===== src/rtl/sleep_seq_pkg.sv =====
// Package: shared state encoding and input decode helpers for the sleep sequencer.
// Assumes the enable polarities: A active low, B active high, C active low.
package sleep_seq_pkg;

    typedef enum logic [1:0] {
        SLP_AWAKE      = 2'd0,
        SLP_ENTERING   = 2'd1,
        SLP_ASLEEP     = 2'd2,
        SLP_RECOVERING = 2'd3
    } slp_state_t;

    // True when all three enables select the device.
    function automatic logic dev_selected(input logic a_n, input logic b, input logic c_n);
        return (!a_n) && b && (!c_n);
    endfunction

    // True when any single enable is in its active level.
    function automatic logic any_enable(input logic a_n, input logic b, input logic c_n);
        return (!a_n) || b || (!c_n);
    endfunction

    // True when either address strobe is asserted.
    function automatic logic any_strobe(input logic p_n, input logic c_n);
        return (!p_n) || (!c_n);
    endfunction

endpackage


===== src/rtl/sleep_req_sync.sv =====
// Module: multi-flop synchronizer for the asynchronous sleep request.
// Assumes STAGES >= 2. The output is cleared by synchronous reset.
module sleep_req_sync #(
    parameter int STAGES = 2
) (
    input  logic clk,
    input  logic rst_n,
    input  logic async_in,
    output logic sync_out
);

    logic [STAGES-1:0] chain;

    genvar g;
    generate
        for (g = 0; g < STAGES; g++) begin : g_stage
            if (g == 0) begin : g_first
                // Capture the raw asynchronous level.
                always_ff @(posedge clk) begin
                    if (!rst_n) chain[0] <= 1'b0;
                    else        chain[0] <= async_in;
                end
            end else begin : g_rest
                // Pass the level one flop further down the chain.
                always_ff @(posedge clk) begin
                    if (!rst_n) chain[g] <= 1'b0;
                    else        chain[g] <= chain[g-1];
                end
            end
        end
    endgenerate

    assign sync_out = chain[STAGES-1];

endmodule


===== src/rtl/sleep_win_cnt.sv =====
// Module: cycle counter for the entry and recovery windows.
// Restarts at zero when told the state changed and saturates at the longer window.
// Assumes ENTRY_CYC >= 1 and EXIT_CYC >= 1.
module sleep_win_cnt #(
    parameter int ENTRY_CYC = 2,
    parameter int EXIT_CYC  = 2
) (
    input  logic clk,
    input  logic rst_n,
    input  logic restart,
    output logic at_start,
    output logic entry_done,
    output logic exit_done
);

    localparam int MAXC = (ENTRY_CYC > EXIT_CYC) ? ENTRY_CYC : EXIT_CYC;
    localparam int CW   = (MAXC > 1) ? $clog2(MAXC) : 1;
    localparam logic [CW-1:0] TOP   = CW'(MAXC - 1);
    localparam logic [CW-1:0] ENTRY_LAST = CW'(ENTRY_CYC - 1);
    localparam logic [CW-1:0] EXIT_LAST  = CW'(EXIT_CYC - 1);

    logic [CW-1:0] cnt;

    // Count cycles spent in the current state, restarting on each state change.
    always_ff @(posedge clk) begin
        if (!rst_n)        cnt <= '0;
        else if (restart)  cnt <= '0;
        else if (cnt != TOP) cnt <= cnt + 1'b1;
    end

    assign at_start   = (cnt == '0);
    assign entry_done = (cnt == ENTRY_LAST);
    assign exit_done  = (cnt == EXIT_LAST);

endmodule


===== src/rtl/sleep_fsm.sv =====
// Module: four-state sequencer covering awake, entry, sleep and recovery.
// Uses the synchronized request and the window counter flags.
// Assumes the counter is restarted on every state change.
module sleep_fsm
    import sleep_seq_pkg::*;
(
    input  logic       clk,
    input  logic       rst_n,
    input  logic       req_s,
    input  logic       entry_done,
    input  logic       exit_done,
    output slp_state_t state,
    output logic       state_chg
);

    slp_state_t nxt;

    // Select the next phase from the request level and window progress.
    always_comb begin
        nxt = state;
        unique case (state)
            SLP_AWAKE:      if (req_s) nxt = SLP_ENTERING;
            SLP_ENTERING:   if (!req_s) nxt = SLP_RECOVERING;
                            else if (entry_done) nxt = SLP_ASLEEP;
            SLP_ASLEEP:     if (!req_s) nxt = SLP_RECOVERING;
            SLP_RECOVERING: if (req_s) nxt = SLP_ENTERING;
                            else if (exit_done) nxt = SLP_AWAKE;
            default:        nxt = SLP_AWAKE;
        endcase
    end

    // Hold the current phase.
    always_ff @(posedge clk) begin
        if (!rst_n) state <= SLP_AWAKE;
        else        state <= nxt;
    end

    assign state_chg = (nxt != state);

endmodule


===== src/rtl/sleep_viol_mon.sv =====
// Module: sticky protocol monitor for the entry and recovery windows.
// Entry: select plus strobe is a violation. Recovery: any enable or strobe is a violation.
// Assumes enables and strobes are synchronous inputs sampled at the rising edge.
module sleep_viol_mon
    import sleep_seq_pkg::*;
(
    input  logic       clk,
    input  logic       rst_n,
    input  slp_state_t state,
    input  logic       ce_a_n,
    input  logic       ce_b,
    input  logic       ce_c_n,
    input  logic       strb_cpu_n,
    input  logic       strb_ctl_n,
    output logic       err
);

    logic sel, en_any, strb, viol;

    // Decode the enable and strobe levels and judge them against the phase.
    always_comb begin
        sel    = dev_selected(ce_a_n, ce_b, ce_c_n);
        en_any = any_enable(ce_a_n, ce_b, ce_c_n);
        strb   = any_strobe(strb_cpu_n, strb_ctl_n);
        unique case (state)
            SLP_ENTERING:   viol = sel && strb;
            SLP_RECOVERING: viol = en_any || strb;
            default:        viol = 1'b0;
        endcase
    end

    // Accumulate violations until reset.
    always_ff @(posedge clk) begin
        if (!rst_n)    err <= 1'b0;
        else if (viol) err <= 1'b1;
    end

endmodule


===== src/rtl/sleep_seq_top.sv =====
// Module: top of the sleep sequencer. It synchronizes the request, steps through the
// entry, sleep and recovery phases, blocks access outside the awake phase, pulses a
// pending-access flush at the start of entry, and flags misuse of enables and strobes.
// Assumes a single clock domain apart from sleep_req.
module sleep_seq_top
    import sleep_seq_pkg::*;
#(
    parameter int SYNC_STAGES = 2,
    parameter int ENTRY_CYC   = 2,
    parameter int EXIT_CYC    = 2
) (
    input  logic clk,
    input  logic rst_n,
    input  logic sleep_req,
    input  logic ce_a_n,
    input  logic ce_b,
    input  logic ce_c_n,
    input  logic strb_cpu_n,
    input  logic strb_ctl_n,
    output logic asleep,
    output logic acc_block,
    output logic pend_flush,
    output logic proto_err
);

    logic       req_s;
    logic       at_start, entry_done, exit_done, state_chg;
    slp_state_t state;

    sleep_req_sync #(.STAGES(SYNC_STAGES)) u_sync (
        .clk      (clk),
        .rst_n    (rst_n),
        .async_in (sleep_req),
        .sync_out (req_s)
    );

    sleep_win_cnt #(.ENTRY_CYC(ENTRY_CYC), .EXIT_CYC(EXIT_CYC)) u_cnt (
        .clk        (clk),
        .rst_n      (rst_n),
        .restart    (state_chg),
        .at_start   (at_start),
        .entry_done (entry_done),
        .exit_done  (exit_done)
    );

    sleep_fsm u_fsm (
        .clk        (clk),
        .rst_n      (rst_n),
        .req_s      (req_s),
        .entry_done (entry_done),
        .exit_done  (exit_done),
        .state      (state),
        .state_chg  (state_chg)
    );

    sleep_viol_mon u_mon (
        .clk        (clk),
        .rst_n      (rst_n),
        .state      (state),
        .ce_a_n     (ce_a_n),
        .ce_b       (ce_b),
        .ce_c_n     (ce_c_n),
        .strb_cpu_n (strb_cpu_n),
        .strb_ctl_n (strb_ctl_n),
        .err        (proto_err)
    );

    // Derive the phase indications from the state register.
    always_comb begin
        asleep     = (state == SLP_ASLEEP);
        acc_block  = (state != SLP_AWAKE);
        pend_flush = (state == SLP_ENTERING) && at_start;
    end

endmodule


===== config.mk =====
export PLATFORM = sky130hd
export DESIGN_NAME = sleep_seq_top
export DESIGN_NICKNAME = d
export VERILOG_FILES = /design/src/rtl/sleep_seq_pkg.sv /design/src/rtl/sleep_req_sync.sv /design/src/rtl/sleep_win_cnt.sv /design/src/rtl/sleep_fsm.sv /design/src/rtl/sleep_viol_mon.sv /design/src/rtl/sleep_seq_top.sv
export SDC_FILE = /design/constraint.sdc
export NUM_CORES = 1
export LEC_CHECK = 0
export BUFFER_PORTS_ARGS = -buffer_cell sky130_fd_sc_hd__buf_2
export CORE_AREA = 4 4 41 43
export CTS_CLUSTER_SIZE = 8
export DETAILED_ROUTE_END_ITERATION = 6
export DIE_AREA = 0 0 45 47
export SLEW_MARGIN = 5
export SYNTH_ARGS = -nofsm -noshare
export SYNTH_HDL_FRONTEND = slang
export SYNTH_HIERARCHICAL = 1
export SYNTH_SLANG_ARGS = --single-unit

===== constraint.sdc =====
create_clock -name clk -period 1.8 [get_ports clk]
set_clock_uncertainty 0.15 [all_clocks]
set_input_delay 0.27 -clock clk [delete_from_list [all_inputs] [get_ports clk]]
set_output_delay 0.27 -clock clk [all_outputs]
set_load 0.02 [all_outputs]

== After elaboration in Yosys (flattened, before gate mapping) ==
Cells that the tools add are included.
Word-level totals
  flip-flop bits (word level): 6
  input bits: 8
  output and inout port bits: 4
Cells by class
  add/sub/neg operators: 1
  eq/ne operators: 4
  multiplexer cells: 9
  bitwise gates (word level): 2
  reductions and logical operators: 15
Operator list (number)
  two-way mux 2 bit: 6
  one-hot mux 2 bit (4 select lines): 1
  equality test 2 bit, second input constant: 2
  logical AND 1 bit: 4
  zero test 1 bit: 4
  logical OR 1 bit: 4
  equality test 2 x 1 -> 1 bit, second input constant: 1
  zero test 2 bit: 1
  != test 2 bit: 1
  NOT 1 bit: 2
  one-hot mux 1 bit (2 select lines): 1
  nonzero test 2 bit: 1
  OR reduction 2 bit: 1
  adder 1 bit, second input constant: 1
  two-way mux 1 bit: 1

== Depth between registers and ports, before layout ==
Gate-level depths: netlist (run 1).
  depth after elaboration: 5
  gate-level depth with buffers: 5

== Cells and area by module ==
Netlist (run 1), hierarchy kept.
Modules (own cells, without submodules)
  sleep_fsm: times used 1, cells each 18, area an instance 123.9 um^2, seq. area each 40.0 um^2
  sleep_viol_mon: times used 1, cells each 8, area an instance 65.1 um^2, seq. area each 20.0 um^2
  sleep_req_sync: times used 1, cells each 4, area an instance 52.6 um^2, seq. area each 40.0 um^2
  sleep_win_cnt: times used 1, cells each 4, area an instance 45.0 um^2, seq. area each 20.0 um^2
  sleep_seq_top: times used 1, cells each 3, area an instance 25.0 um^2, seq. area each 0.0 um^2

== Worst setup path after synthesis (run 1) ==
OpenSTA, ideal clock, no wires.
  path kind: flip-flop to flip-flop
  start point: reg u_fsm.state[1]
  end point: reg u_cnt.cnt, in the netlist u_cnt/entry_done
  library setup time: 0.061 ns
  data arrival time: 1.083 ns
  data required time: 1.589 ns
  setup slack: 0.505 ns
  cell stages (with the launch flop): 5
  buffers on the path: 0
  period minus slack after synthesis: 1.295 ns
  cell sequence: dfxtp_1 -> or3b_1 -> o21ai_0 -> a21oi_1 -> nor2b_4
On the way
  longest elaborated chain between the ends: 5
  elaborated cells between the ends (all ways): 13
RTL lines
  from (decl): line sleep_fsm.sv:12  | output slp_state_t state,
  from (signal assigned): line sleep_fsm.sv:35  | else state <= nxt;
  two-way mux 2 bit (on tied branches): line sleep_fsm.sv:27, sleep_fsm.sv:24
  two-way mux 2 bit (on tied branches): line sleep_fsm.sv:26, sleep_fsm.sv:23
  one-hot mux 2 bit (4 select lines): line sleep_fsm.sv:21  | unique case (state)
  != test 2 bit *: line sleep_fsm.sv:38  | assign state_chg = (nxt != state);
  via state_chg: line sleep_seq_top.sv:27  | logic at_start, entry_done, exit_done, state_chg;
  OR reduction 2 bit (no source line) *
  to (signal assigned): line sleep_win_cnt.sv:28  | else if (cnt != TOP) cnt <= cnt + 1'b1;
  to (decl): line sleep_win_cnt.sv:22  | logic [CW-1:0] cnt;
Mark *: on every way through the listed nets, which the timed path passes. The rest lies on a longest branch.
A chain may end at the register's enable or synchronous reset.

== Worst setup path in the final report (run 1) ==
  start point: reg u_fsm.state[1]
  end point: out pend_flush
On the way
  longest elaborated chain between the ends: 2
RTL lines
  equality test 2 x 1 -> 1 bit: line sleep_seq_top.sv:72  | pend_flush = (state == SLP_ENTERING) && at_start;
  logical AND 1 bit: line sleep_seq_top.sv:72
  to (decl): line sleep_seq_top.sv:22  | output logic pend_flush,
No other way between the ends.

==> results of run 1 <==
-- how the worst max path moves through the flow --
stage / slack (ps) / startpoint / endpoint / cells past startpoint
CTS: 240 / u_fsm/state[1]$_SDFF_PN0_ / pend_flush / 2
finish: 240 / u_fsm/state[1]$_SDFF_PN0_ / pend_flush / 2
global placement: 450 / u_fsm/state[1]$_SDFF_PN0_ / u_cnt/entry_done$_SDFF_PP0_ / 4
global route: 190 / u_fsm/state[1]$_SDFF_PN0_ / pend_flush / 2
detailed placement: 420 / u_fsm/state[1]$_SDFF_PN0_ / u_cnt/entry_done$_SDFF_PP0_ / 4
floorplan: 510 / u_fsm/state[1]$_SDFF_PN0_ / u_cnt/entry_done$_SDFF_PP0_ / 4
-- metal layers --
| metal | up-vias | track usage (%) | wire length [um] |
|---|---|---|---|
| met3 | 0 | 4.60 | 41 |
| met1 | 114 | 7.09 | 273 |
| met5 | - | 0 | 0 |
| li1 | 153 | - | - |
| met4 | 0 | 1.75 | 0 |
| met2 | 9 | 8.47 | 212 |
-- final cells by class --
cell class	count	area share, %
Inverter	2	1.88
Sequential cell	6	30.0
Clock buffer	3	5.62
Timing Repair Buffer	11	13.7
Multi-Input combinational cell	28	44.1
Tap cell	15	4.69
-- metrics by stage --
stage	std cells	total power (uW)	utilization, %
2_1_floorplan	37	237	-
3_3_place_gp	62	261	29.0
3_5_place_dp	62	262	29.0
4_1_cts	65	386	30.8
5_1_grt	65	408	30.8
6_report	65	379	30.8
-- worst max-delay path, stage by stage (launching register included) --
cell and delay (ps):
dfxtp_1 510, and3b_2 240, buf_2 150
-- sequential cells by signal (all words and copies together) (netlist names) --
name	cells
u_mon/err	1
u_sync/sync_out	1
u_sync/chain	1
u_cnt/entry_done	1
u_fsm/state	2
-- power breakdown --
group | internal [uW] | switching (uW)
clock | 75.1 | 43.8
combinational | 43.6 | 45.1
sequential | 148 | 23.4
-- kinds of logic after synthesis --
| family | share of synthesized area, % |
|---|---|
| AOI/OAI and AO/OA | 18.9 |
| xor gates and xnor gates | 2.81 |
| buffers and inverters | 4.82 |
| DFF | 38.6 |
| and+or+nand+nor | 34.9 |
-- synth_stat cells --
| master | count | area [sq um] |
|---|---|---|
| dfxtp_1 | 6 | 120 |
| a21oi_1 | 5 | 25.0 |
| nand2_1 | 4 | 15.0 |
| o21ai_0 | 3 | 15.0 |
| and2_1 | 2 | 12.5 |
| inv_1 | 2 | 7.51 |
| nor2_1 | 2 | 7.51 |
| and2b_2 | 1 | 8.76 |
| and3b_2 | 1 | 10.0 |
| buf_4 | 1 | 7.51 |
| nand2b_1 | 1 | 6.26 |
| nand3b_1 | 1 | 7.51 |
| nor2b_4 | 1 | 13.8 |
| nor3b_2 | 1 | 12.5 |
| o211ai_1 | 1 | 7.51 |
| o21ai_1 | 1 | 5.00 |
| o22ai_1 | 1 | 6.26 |
| or2_1 | 1 | 6.26 |
| or3b_1 | 1 | 8.76 |
| xor2_1 | 1 | 8.76 |
==> impl_metrics.json, run 1 <==
{
  "status": "completed",
  "hold-worst-slack_ps": 84.3,
  "rows": 13,
  "setup-violations-final": 0,
  "p_per_area_nw_per_um2": 946,
  "fin_area_sq_um": 400,
  "critPathKind": "flip-flop to primary output",
  "dieArea_sq_um": 2120,
  "fillCellCount": 152,
  "cts_resized": 0,
  "path_max_fanout": 12,
  "report.final.hold_viol_count": 0,
  "whs_endpoint": "u_sync/chain[0]$_SDFF_PN0_",
  "holdBufCountCts": 0,
  "worstHoldStart": "sleep_req",
  "syn2layout_area_growth_pct": 28.5,
  "syn_inst": 37,
  "die_h_um": 47,
  "ios": 12,
  "overflow": 0,
  "worst_slew_pin_slew_ps": 327,
  "timing.final.ws_setup_ps": 241,
  "ys_warn_count": 6,
  "worst_setup_path_end_kind": "primary output",
  "clk_pin_slew_worst_paths_ps": 40,
  "vdd_drop_max_mv": 0.542,
  "rsz0062_at_grt": "false",
  "syn-num-nets": 45,
  "timing.setup.tns_ps": 0,
  "io_buffers": 11,
  "yosysSeqAreaShare_pct": 38.6,
  "fin_nets": 60,
  "dr.pass1.iters": 4,
  "cts-root-buf": "clkbuf_4",
  "gp_congestion": 0.687,
  "die_x_um": 45,
  "wirelength_um": 527,
  "hold_path_class": "primary input to flip-flop",
  "ant_nets": 0,
  "finalCritPeriodShare_pct": 86.6,
  "min_path_cells": 2,
  "postSynthAreaPerCell_sq_um": 8.42,
  "cts_made_buffers": 3,
  "grt_pass1_vias": 220,
  "register_area_sq_um": 120,
  "vias": 276,
  "start_util_pct": 23.9,
  "period_needed_ps": 1560,
  "slew_headroom_pct": 78.1,
  "worstReg2RegEnd": "u_cnt/entry_done$_SDFF_PP0_",
  "cts_tree": "yes",
  "clk_latency_ps": 240,
  "syn_area_sq_um": 312,
  "grt_pass1_wl_um": 890,
  "maxSlewViolCount": 0,
  "core_area_sq_um": 1300,
  "pre_cts_ws_ps": 425,
  "num_antenna_cells": 0,
  "rrSetupSlack_ps": 410,
  "place_area_sq_um": 378,
  "drive_above_1_share_pct": 36.0,
  "track_usage_pct": 6.02,
  "grt_max_degree": 13,
  "final_common_cell": "buf_2",
  "fmax_mhz": 642,
  "final_cell_mix": "buf_2, dfxtp_1, a21oi_1",
  "htree_levels": 1,
  "cellLeakagePower_uw": 0.000185,
  "crit_required_ps": 1380,
  "clockBufferDepth": 2,
  "ff2ff_path_depth": 4,
  "vias_per_cell": 4.25,
  "antenna_found_initial": 0,
  "crit_arrival_ps": 1140,
  "drc": 0,
  "multi_input_area_sq_um": 176,
  "ys_seq_elements": 6,
  "postCtsSetupBuffers": 0,
  "maxCapViolCount": 0,
  "cts.sinks": 6,
  "dr.first_iter.drc_count": 8,
  "reg2reg_from": "u_fsm/state[1]$_SDFF_PN0_",
  "routedWlPerCell_um": 8.11,
  "ys_types": 20,
  "cp-start-kind": "flip-flop"
}
(Power assumes the default switching activity.)
==> run 2, diff against run 1 <==
--- a/config.mk
+++ b/config.mk
@@ -10,6 +10,8 @@
 export CTS_CLUSTER_SIZE = 8
 export DETAILED_ROUTE_END_ITERATION = 6
 export DIE_AREA = 0 0 45 47
+export GPL_TIMING_DRIVEN = 0
+export SETUP_SLACK_MARGIN = 0.4
 export SLEW_MARGIN = 5
 export SYNTH_ARGS = -nofsm -noshare
 export SYNTH_HDL_FRONTEND = slang
==> constraint.sdc (replaced) <==
create_clock -name clk -period 1.7 [get_ports clk]
set_clock_uncertainty 0.15 [all_clocks]
set_input_delay 0.255 -clock clk [delete_from_list [all_inputs] [get_ports clk]]
set_output_delay 0.255 -clock clk [all_outputs]
set_load 0.02 [all_outputs]
==> run 2 against run 1 <==
  * Hold slack worse by 16 ps
  * First-iteration DRC count is 63% lower
  * Cell area is 19% higher
  * Sequential share of layout area is 2.9 points lower
  * Final cell count is 7.7% higher
  * Flip-flop and latch count stayed put
  * Die area stayed put
  * Combinational power is 85% higher
  * Power is 22% higher
  * Global-route usage is 2.5 points higher
  * Largest cell class unchanged
  * Largest power group unchanged
==> impl_metrics.json, run 2 (synthesis results as in run 1) <==
{
  "ios": 12,
  "die_x_um": 45,
  "drc": 0,
  "syn2layout_area_growth_pct": 52.6,
  "htree_levels": 1,
  "finalCritPeriodShare_pct": 79.7,
  "ant_nets": 0,
  "fin_nets": 65,
  "report.final.hold_viol_count": 0,
  "cp-start-kind": "flip-flop",
  "cts_made_buffers": 3,
  "antenna_found_initial": 0,
  "vias": 317,
  "io_buffers": 11,
  "dieArea_sq_um": 2120,
  "pre_cts_ws_ps": 254,
  "fmax_mhz": 738,
  "cellLeakagePower_uw": 0.000220,
  "clk_pin_slew_worst_paths_ps": 50,
  "crit_arrival_ps": 950,
  "hpwlAfterDp_um": 448,
  "gp_congestion": 0.695,
  "rsz0062_at_grt": "true",
  "final_cell_mix": "buf_2, buf_4, a21oi_1, nand2_1",
  "setup-violations-final": 0,
  "maxSlewViolCount": 0,
  "p_seq_share_pct": 37.2,
  "die_h_um": 47,
  "comb_power_share_pct": 35.4,
  "cts-root-buf": "clkbuf_4",
  "slew_headroom_pct": 84.2,
  "routedWlPerCell_um": 10.7,
  "register_area_sq_um": 129,
  "timing.setup.tns_ps": 0,
  "dr.pass1.iters": 3,
  "worst_setup_path_end_kind": "primary output",
  "path_max_fanout": 4,
  "p_per_area_nw_per_um2": 973,
  "dr.first_iter.drc_count": 3,
  "worst_slew_pin_slew_ps": 237,
  "cts_tree": "yes",
  "rows": 13,
  "vdd_drop_max_mv": 0.357,
  "cts.sinks": 6,
  "track_usage_pct": 8.54,
  "multi_input_area_sq_um": 186,
  "swShare_pct": 29.7,
  "clk_latency_ps": 240,
  "holdBufCountCts": 0,
  "period_needed_ps": 1350,
  "grt_pass1_wl_um": 1240,
  "core_area_sq_um": 1300,
  "drive_above_1_share_pct": 52.7,
  "grt_max_degree": 8,
  "final_common_cell": "buf_2",
  "start_util_pct": 23.9,
  "p_int_uw": 325,
  "p_sw_uw": 137,
  "critPathKind": "flip-flop to primary output",
  "num_antenna_cells": 0,
  "largest_reg_flops": 2,
  "clockBufferDepth": 2,
  "fillCellCount": 140,
  "hold_path_class": "primary input to flip-flop",
  "overflow": 0,
  "wirelength_um": 751,
  "p_clk_share_pct": 27.4,
  "grt_pass1_vias": 318,
  "maxCapViolCount": 0,
  "status": "completed",
  "crit_required_ps": 1290,
  "vias_per_cell": 4.53,
  "timing.final.ws_setup_ps": 346,
  "regMostFlops": "u_fsm/state"
}
run 2: power by group through the flow:
stage	Combinational, uW	Sequential (uW)	Clock, uW
3_3_place_gp	101	181	0
3_5_place_dp	103	182	0
5_1_grt	177	175	140
2_1_floorplan	73.3	178	0
6_report	164	172	127
4_1_cts	159	172	135
run 2: path summary, 6_finish.rpt:
check / start / end / slack [ps] / cells past startpoint
min reg2reg: u_sync/chain[0]$_SDFF_PN0_ / u_sync/sync_out$_SDFF_PN0_ / 290 / 1
max reg2reg: u_cnt/entry_done$_SDFF_PP0_ / u_cnt/entry_done$_SDFF_PP0_ / 410 / 5
max: u_fsm/state[0]$_SDFF_PN0_ / acc_block / 350 / 2
min: sleep_req / u_sync/chain[0]$_SDFF_PN0_ / 70 / 2
run 2: timing repair:
item                       in CTS  in global routing
buffers inserted                4                  0
pin swaps                       3                  0
setup endpoints to repair       4                  4
gates resized for setup        14                  1
run 2: layer usage:
layer  track usage (%)  vias up  wire length (um)
li1                  -      165                 -
met1              8.22      141               297
met2              16.1       11               403
met3              3.45        0                50
met4              3.51        0                 0
met5                 0        -                 0
run 2: area by class of cell:
type | count | area share (%)
Clock buffer | 3 | 4.74
Multi-Input combinational cell | 28 | 39.2
Sequential cell | 6 | 27.1
Buffer | 1 | 1.58
Inverter | 2 | 1.58
Tap cell | 15 | 3.95
Timing Repair Buffer | 15 | 21.8
run 2: worst max-delay path: stages (launching register included):
cell and delay [ps]:
dfxtp_4 340, or2_1 230, buf_6 130
run 2: metrics by stage:
stage	cell area, sq um	hold slack (ps)	util [%]	std cells	total power [uW]
global route	475	66.5	36.5	70	492
detailed placement	385	281	29.6	63	285
global placement	385	264	29.6	63	281
CTS	473	58.7	36.3	70	465
floorplan	312	224	-	37	251
finish	475	68.7	36.5	70	463
